### src/rtl/rx_intr_pkg.sv
package rx_intr_pkg;
   // status bit order: [3] parity, [2] end of frame, [1] crc/framing, [0] overrun
   typedef struct packed {
      logic par;
      logic eof;
      logic crc;
      logic ovr;
   } rx_flag_t;

   localparam int FLAG_W = $bits(rx_flag_t);
endpackage

### src/rtl/rx_intr_store.sv
module rx_intr_store
   import rx_intr_pkg::*;
#(
   parameter int DATA_W = 8,
   parameter int DEPTH  = 4,
   localparam int PTR_W = (DEPTH > 1) ? $clog2(DEPTH) : 1,
   localparam int CNT_W = $clog2(DEPTH + 1)
) (
   input  logic              clk,
   input  logic              rst_n,
   input  logic              in_valid,
   input  logic [DATA_W-1:0] in_data,
   input  rx_flag_t          in_flags,
   input  logic              pop,
   output logic [DATA_W-1:0] head_data,
   output rx_flag_t          head_flags,
   output logic              empty,
   output logic              full,
   output logic [CNT_W-1:0]  count
);
   generate
      if (DEPTH < 2 || (DEPTH & (DEPTH - 1)) != 0) begin : g_bad_depth
         $error("rx_intr_store: DEPTH must be a power of two of at least 2");
      end
   endgenerate

   logic [DATA_W-1:0] dmem [DEPTH];
   rx_flag_t          fmem [DEPTH];
   logic [PTR_W-1:0]  rd_ptr, wr_ptr, wr_idx;
   logic [CNT_W-1:0]  cnt;
   logic              pop_eff, push, ovw;
   rx_flag_t          wr_flags;

   assign empty   = (cnt == '0);
   assign full    = (cnt == CNT_W'(DEPTH));
   assign pop_eff = pop && !empty;
   assign push    = in_valid && (!full || pop_eff);
   assign ovw     = in_valid && full && !pop_eff;
   assign wr_idx  = ovw ? PTR_W'(wr_ptr - 1'b1) : wr_ptr;

   always_comb begin
      wr_flags     = in_flags;
      wr_flags.ovr = ovw;
   end

   generate
      for (genvar i = 0; i < DEPTH; i++) begin : g_entry
         always_ff @(posedge clk) begin
            if (!rst_n) begin
               dmem[i] <= '0;
               fmem[i] <= '0;
            end else if ((push || ovw) && wr_idx == PTR_W'(i)) begin
               dmem[i] <= in_data;
               fmem[i] <= wr_flags;
            end
         end
      end
   endgenerate

   always_ff @(posedge clk) begin
      if (!rst_n) begin
         rd_ptr <= '0;
         wr_ptr <= '0;
         cnt    <= '0;
      end else begin
         if (pop_eff) rd_ptr <= rd_ptr + 1'b1;
         if (push)    wr_ptr <= wr_ptr + 1'b1;
         cnt <= cnt + CNT_W'(push) - CNT_W'(pop_eff);
      end
   end

   assign head_data  = empty ? '0 : dmem[rd_ptr];
   assign head_flags = empty ? '0 : fmem[rd_ptr];
   assign count      = cnt;


   cnt_bound_chk: assert property (@(posedge clk) disable iff (!rst_n)
      cnt <= CNT_W'(DEPTH));

   ovw_hold_chk: assert property (@(posedge clk) disable iff (!rst_n)
      (in_valid && full && !pop) |=> (cnt == CNT_W'(DEPTH)));

   empty_data_chk: assert property (@(posedge clk) disable iff (!rst_n)
      empty |-> (head_data == '0));
endmodule

### src/rtl/rx_intr_level.sv
module rx_intr_level #(
   parameter int DEPTH      = 4,
   parameter int QUAD_LEVEL = 4,
   localparam int CNT_W     = $clog2(DEPTH + 1)
) (
   input  logic [CNT_W-1:0] count,
   input  logic             cfg_quad,
   output logic             irq_data
);
   generate
      if (QUAD_LEVEL < 1 || QUAD_LEVEL > DEPTH) begin : g_bad_level
         $error("rx_intr_level: QUAD_LEVEL must lie between 1 and DEPTH");
      end
   endgenerate

   logic [CNT_W-1:0] level;
   assign level    = cfg_quad ? CNT_W'(QUAD_LEVEL) : CNT_W'(1);
   assign irq_data = (count >= level);
endmodule

### src/rtl/rx_intr_flags.sv
module rx_intr_flags
   import rx_intr_pkg::*;
(
   input  logic     clk,
   input  logic     rst_n,
   input  rx_flag_t head_flags,
   input  logic     err_reset,
   input  logic     cfg_par_sc,
   output rx_flag_t stat,
   output logic     irq_special
);
   rx_flag_t held;

   always_ff @(posedge clk) begin
      if (!rst_n)         held <= '0;
      else if (err_reset) held <= '0;
      else                held <= held | head_flags;
   end

   assign stat        = held | head_flags;
   assign irq_special = stat.ovr || stat.crc || stat.eof || (stat.par && cfg_par_sc);


   held_keep_chk: assert property (@(posedge clk) disable iff (!rst_n)
      !err_reset |=> ((held & $past(held)) == $past(held)));

   par_mask_chk: assert property (@(posedge clk) disable iff (!rst_n)
      (!cfg_par_sc && !stat.ovr && !stat.crc && !stat.eof) |-> !irq_special);
endmodule

### src/rtl/rx_intr_fifo.sv
module rx_intr_fifo
   import rx_intr_pkg::*;
#(
   parameter int DATA_W     = 8,
   parameter int DEPTH      = 4,
   parameter int QUAD_LEVEL = 4,
   localparam int CNT_W     = $clog2(DEPTH + 1)
) (
   input  logic              clk,
   input  logic              rst_n,
   input  logic              in_valid,
   input  logic [DATA_W-1:0] in_data,
   input  logic              in_crc_err,
   input  logic              in_eof,
   input  logic              in_par_err,
   input  logic              cfg_quad,
   input  logic              cfg_par_sc,
   input  logic              rd_pop,
   input  logic              err_reset,
   output logic [DATA_W-1:0] rd_data,
   output logic [FLAG_W-1:0] stat_flags,
   output logic              irq_data,
   output logic              irq_special
);
   rx_flag_t         in_flags, head_flags, stat;
   logic             empty, full;
   logic [CNT_W-1:0] count;

   always_comb begin
      in_flags     = '0;
      in_flags.crc = in_crc_err;
      in_flags.eof = in_eof;
      in_flags.par = in_par_err;
   end

   rx_intr_store #(.DATA_W(DATA_W), .DEPTH(DEPTH)) u_store (
      .clk(clk), .rst_n(rst_n), .in_valid(in_valid), .in_data(in_data),
      .in_flags(in_flags), .pop(rd_pop), .head_data(rd_data),
      .head_flags(head_flags), .empty(empty), .full(full), .count(count)
   );

   rx_intr_level #(.DEPTH(DEPTH), .QUAD_LEVEL(QUAD_LEVEL)) u_level (
      .count(count), .cfg_quad(cfg_quad), .irq_data(irq_data)
   );

   rx_intr_flags u_flags (
      .clk(clk), .rst_n(rst_n), .head_flags(head_flags), .err_reset(err_reset),
      .cfg_par_sc(cfg_par_sc), .stat(stat), .irq_special(irq_special)
   );

   assign stat_flags = stat;


   data_one_chk: assert property (@(posedge clk) disable iff (!rst_n)
      (!cfg_quad && !empty) |-> irq_data);

   data_quad_chk: assert property (@(posedge clk) disable iff (!rst_n)
      (cfg_quad && irq_data) |-> (QUAD_LEVEL < DEPTH || full));

   head_shown_chk: assert property (@(posedge clk) disable iff (!rst_n)
      ((stat & head_flags) == head_flags));
endmodule

### config.mk
export PLATFORM = sky130hd
export DESIGN_NAME = rx_intr_fifo
export DESIGN_NICKNAME = d
export VERILOG_FILES = /design/src/rtl/rx_intr_pkg.sv /design/src/rtl/rx_intr_store.sv /design/src/rtl/rx_intr_level.sv /design/src/rtl/rx_intr_flags.sv /design/src/rtl/rx_intr_fifo.sv
export SDC_FILE = /design/constraint.sdc
export NUM_CORES = 1
export LEC_CHECK = 0
export BUFFER_PORTS_ARGS = -buffer_cell sky130_fd_sc_hd__buf_2
export CAP_MARGIN = 15
export CORE_MARGIN = 1
export CORE_UTILIZATION = 57
export CTS_CLUSTER_SIZE = 25
export DETAILED_ROUTE_END_ITERATION = 7
export PLACE_DENSITY = 0.78
export SLEW_MARGIN = 20
export SYNTH_ARGS = -nofsm -noshare
export SYNTH_HDL_FRONTEND = slang
export SYNTH_SLANG_ARGS = --single-unit
### constraint.sdc
create_clock -name clk -period 5.5 [get_ports clk]
set_input_delay 0.825 -clock clk [delete_from_list [all_inputs] [get_ports clk]]
set_output_delay 0.825 -clock clk [all_outputs]
set_load 0.01 [all_outputs]
==> results.env <==
FIN_SETUP_TNS_NS=0
CP-END-KIND='output pin'
HTREE_NUM_LEVELS=3
CRIT_PATH_TOP_DELAY_CELL='sky130_fd_sc_hd__dfxtp_1'
YOSYS.AREA.TOP_TYPE_SHARE=0.512
CRIT_TYPE='register to output pin'
LAYOUT_MIN_CYCLE_TIME_NS=3.12
YS_FF_LATCH=61
HP-START='u_flags.held[1]'
POWER_FRAC_SEQ=0.484
FINALPOWER_mW=1.26
INITIAL_CORE_UTIL=0.593
IO_BUFFER_COUNT=31
MIN-DELAY-PATH-CLASS='register to register'
SETUP_VIOL_COUNT_FINAL=0
NFILLCELLS=371
WHS_PATH_DEPTH=2
FLOW.AREA_GROWTH_FROM_SYNTHESIS_PCT=13.7
POST-SYNTH-TOP-COUNT-CELL='sky130_fd_sc_hd__and2_1'
FINAL_CELL_COUNT_NO_FILL=313
TIMING.CRITICAL_PATH.ARRIVAL_NS=2.30
NUMCTSBUFFERS=9
CELL_INTERNAL_PWR_uW=888
POST_ROUTE_CELLS_DRIVE_ABOVE_1_SHARE=0.264
DP_WORST_SETUP_SLACK_NS=2.46
FINALCRITPERIODSHARE=0.568
CORE_REGION_AREA_SQ_UM=4750
NETS_IN_THE_SYNTHESIZED_NETLIST=228
TIMING.HOLD.WS_NS=0.490
DRC=0
FF_LATCH_AREA_SQ_UM=1700
IO_PINS=32
SYNTH_FF_TYPE='sky130_fd_sc_hd__edfxtp_1'
POST_CTS.REPAIR.SETUP_BUFFERS=0
SYNTH.TOP_CELLS.BY_AREA='sky130_fd_sc_hd__edfxtp_1 51%, sky130_fd_sc_hd__and2_1 13%, sky130_fd_sc_hd__mux4_2 9.6%'
CELL_TYPE_WITH_THE_LARGEST_TOTAL_AREA_AFTER_SYNTHESIS='sky130_fd_sc_hd__edfxtp_1'
POWER.NET_SWITCHING_uW=374
SYNTH-EDFF-COUNT=48
YOSYSWARNINGCOUNT=0
PWR_DENSITY_CELL_nW_PER_UM2=394
OUTCOME='complete, no violations'
SETUP_WS_NS=2.38
POWER.IR.VDD_WORST_V=0.000227
YS_TOP_CELLS_BY_COUNT='59 x sky130_fd_sc_hd__and2_1, 48 x sky130_fd_sc_hd__edfxtp_1, 13 x sky130_fd_sc_hd__dfxtp_1, 12 x sky130_fd_sc_hd__mux4_2'
TIMING_HOLD_VIOLATIONS_FINAL=0
ROW_COUNT=25
ROUTABILITYCONGESTION=0.798
CRIT_FAMILY='flip-flops'
CLOCK_TREE_FROM_TRITONCTS='done'
CTS_HOLD_REPAIR.BUFFERS=0
DRT.ANTENNA.VIOLATING_NETS=0
WORST_SETUP_PATH_START_KIND='register'
WORSTSKEWPAIRLATENCY_NS=0.33
POST-DP-HPWL_UM=3170
CP_CELL_SEQUENCE='mux4_2 -> a21oi_1 -> nand4_1 -> buf_2'
GRT_START_MAX_NET_PINS=16
WORSTREG2REGEND='u_store.fmem[1][0]'
AVERAGE_ROUTED_WIRE_PER_STANDARD_CELL_UM=15.8
SYNTH.YOSYS.SEQ_AREA_SHARE=0.604
SYNTH.LIB_CELLS_USED.DISTINCT=31
RSZ_0062_RAISED_AFTER_GLOBAL_ROUTING='false'
TIMING.MAX_SLEW.REL_SLACK=0.460
COMBPWRFRAC=0.267
SYN_AVG_CELL_AREA_SQ_UM=13.7
NUM_VIAS=1662
FINAL_NETS=264
STATIC-LEAKAGE-POWER_nW=1.26
NUMBER_OF_GLOBAL_ROUTE_VIAS_BEFORE_REPAIR=1645
TIMING_WORST_SLEW_PIN_VALUE_NS=0.809
MAX_STAGE_DELAY_NS=0.84
NUM_ANTENNA_CELLS=0
GRT_OVERFLOW=0
VIA_PER_INST=5.31
FIRST_PASS_GRT_WIRE_LENGTH_UM=8060
GRT_USAGE=0.220
WORST-R2R-CELL-COUNT=4
CELL_COUNT_AFTER_SYNTHESIS=206
CTS_ROOT_BUF='sky130_fd_sc_hd__clkbuf_8'
R2R_SETUP_SLACK_NS=3.04
SW_SHARE=0.296
FINAL.SETUP_SKEW_NS=0.00775
CTS.SINKS=61
OVERALL_DIE_AREA_SQ_UM=5230
FINAL_MAX_SLEW_VIOL_COUNT=0
CLKPWRFRAC=0.248
CTS.REPORTEDPATHS.CLKPINSLEW_NS=0.07
WORSTHOLDENDPOINT='u_flags.held[1]'
DPL.CELL_COUNT=298
TIMING.CRITICAL_PATH.FANOUT_MAX=12
CTSLONGESTPATHBUFFERS=2
ASYNC_FLOP_SHARE=0
COMBINED_AREA_OF_THE_MULTI_INPUT_LOGIC_CELLS_SQ_UM=1050
REQUIRED_NS=4.68
CHIPWIDTH_UM=72.3
DIE_H_UM=72.3
ACHIEVABLE-FREQUENCY_GHz=0.320
FIRST_DRT_ITERATION_DRCS=98
CAP_VIOLATIONS=0
SYNTH.CELL_AREA_SQ_UM=2820
POSTCTSRESIZEDCELLS=0
ROUTED_WIRELENGTH_UM=4940
INITIAL_ANTENNA_VIOLATION_COUNT=0
FF_TO_FF_START='u_store.count[1]'
CP_NUM_BUF_INV=1
DRT_PRE_ANTENNA_ITERS=4
power by group through the flow:
| stage | Combinational [mW] | Clock [mW] | Sequential (mW) |
|---|---|---|---|
| floorplan | 0.269 | 0 | 0.589 |
| global placement | 0.333 | 0 | 0.621 |
| detailed placement | 0.340 | 0 | 0.623 |
| CTS | 0.342 | 0.319 | 0.613 |
| global route | 0.377 | 0.342 | 0.621 |
| finish | 0.337 | 0.313 | 0.611 |
state kept, by name, indices dropped and copies added, names as in the netlist, named ones only:
signal	cells
u_store.fmem	16
u_flags.held	4
u_store.wr_ptr	2
u_store.count	3
u_store.dmem	32
u_store.rd_ptr	2
metrics by stage:
step	util	cell area, sq um
4_1_cts	0.674	3200
3_3_place_gp	0.643	3060
5_1_grt	0.674	3200
3_5_place_dp	0.643	3060
6_report	0.674	3200
2_1_floorplan	-	2820
metal layers:
metal  vias to the layer above  global-route usage  wire length (um)
met5                         -                   0                 0
met1                       794               0.286              2110
met4                         0              0.0850                63
met3                         8              0.0764               286
li1                        809                   -                 -
met2                        51               0.345              2480
kinds of logic (layout without fill, tap and decap cells):
| group | Yosys count | in the layout | share of synthesized area |
|---|---|---|---|
| and+or+nand+nor | 90 | 90 | 0.198 |
| DFF | 61 | 61 | 0.604 |
| buffers and inverters | 18 | 58 | 0.0271 |
| AOI/OAI and AO/OA | 15 | 15 | 0.0364 |
| muxes | 12 | 12 | 0.0959 |
| xor gates and xnor gates | 6 | 6 | 0.0186 |
| adders and majority gates | 4 | 4 | 0.0204 |
layout by cell type (no fill, tap or decap), types with 3 or more instances in the layout:
cell type,Yosys,final
sky130_fd_sc_hd__a21oi_1,5,5
sky130_fd_sc_hd__xnor2_1,6,6
sky130_fd_sc_hd__buf_4,2,4
sky130_fd_sc_hd__clkbuf_8,0,9
sky130_fd_sc_hd__nand2_1,5,5
sky130_fd_sc_hd__and2_1,59,59
sky130_fd_sc_hd__edfxtp_1,48,48
sky130_fd_sc_hd__nand3_1,3,3
sky130_fd_sc_hd__mux4_2,12,12
sky130_fd_sc_hd__clkinv_1,1,4
sky130_fd_sc_hd__nand2b_1,3,3
sky130_fd_sc_hd__nor2_1,5,5
sky130_fd_sc_hd__nor2b_1,4,4
sky130_fd_sc_hd__nor3_1,3,3
sky130_fd_sc_hd__ha_1,3,3
sky130_fd_sc_hd__inv_1,7,7
sky130_fd_sc_hd__dfxtp_1,13,13
sky130_fd_sc_hd__buf_2,1,31
area by class of cell:
class	instances	area share
Clock buffer	11	0.0410
Clock inverter	4	0.00508
Inverter	8	0.00938
Multi-Input combinational cell	127	0.329
Sequential cell	61	0.531
Tap cell	67	0.0262
Timing Repair Buffer	35	0.0578
worst max-delay path by stage:
| stage | slack (ns) | cells after the start | endpoint |
|---|---|---|---|
| 2_1_floorplan | 2.42 | 3 | u_store.dmem[0][0] |
| 3_3_place_gp | 2.50 | 5 | u_store.dmem[1][5] |
| 3_5_place_dp | 2.46 | 5 | u_store.dmem[1][3] |
| 4_1_cts | 2.30 | 4 | irq_special |
| 5_1_grt | 2.17 | 4 | irq_special |
| 6_report | 2.38 | 4 | irq_special |
tightest hold or removal path: stages (launching register included):
cell and delay [ns]:
sky130_fd_sc_hd__dfxtp_1 0.31, sky130_fd_sc_hd__a21oi_1 0.06, sky130_fd_sc_hd__nor2_1 0.09
No activity file was read; power rests on OpenSTA's default activity.
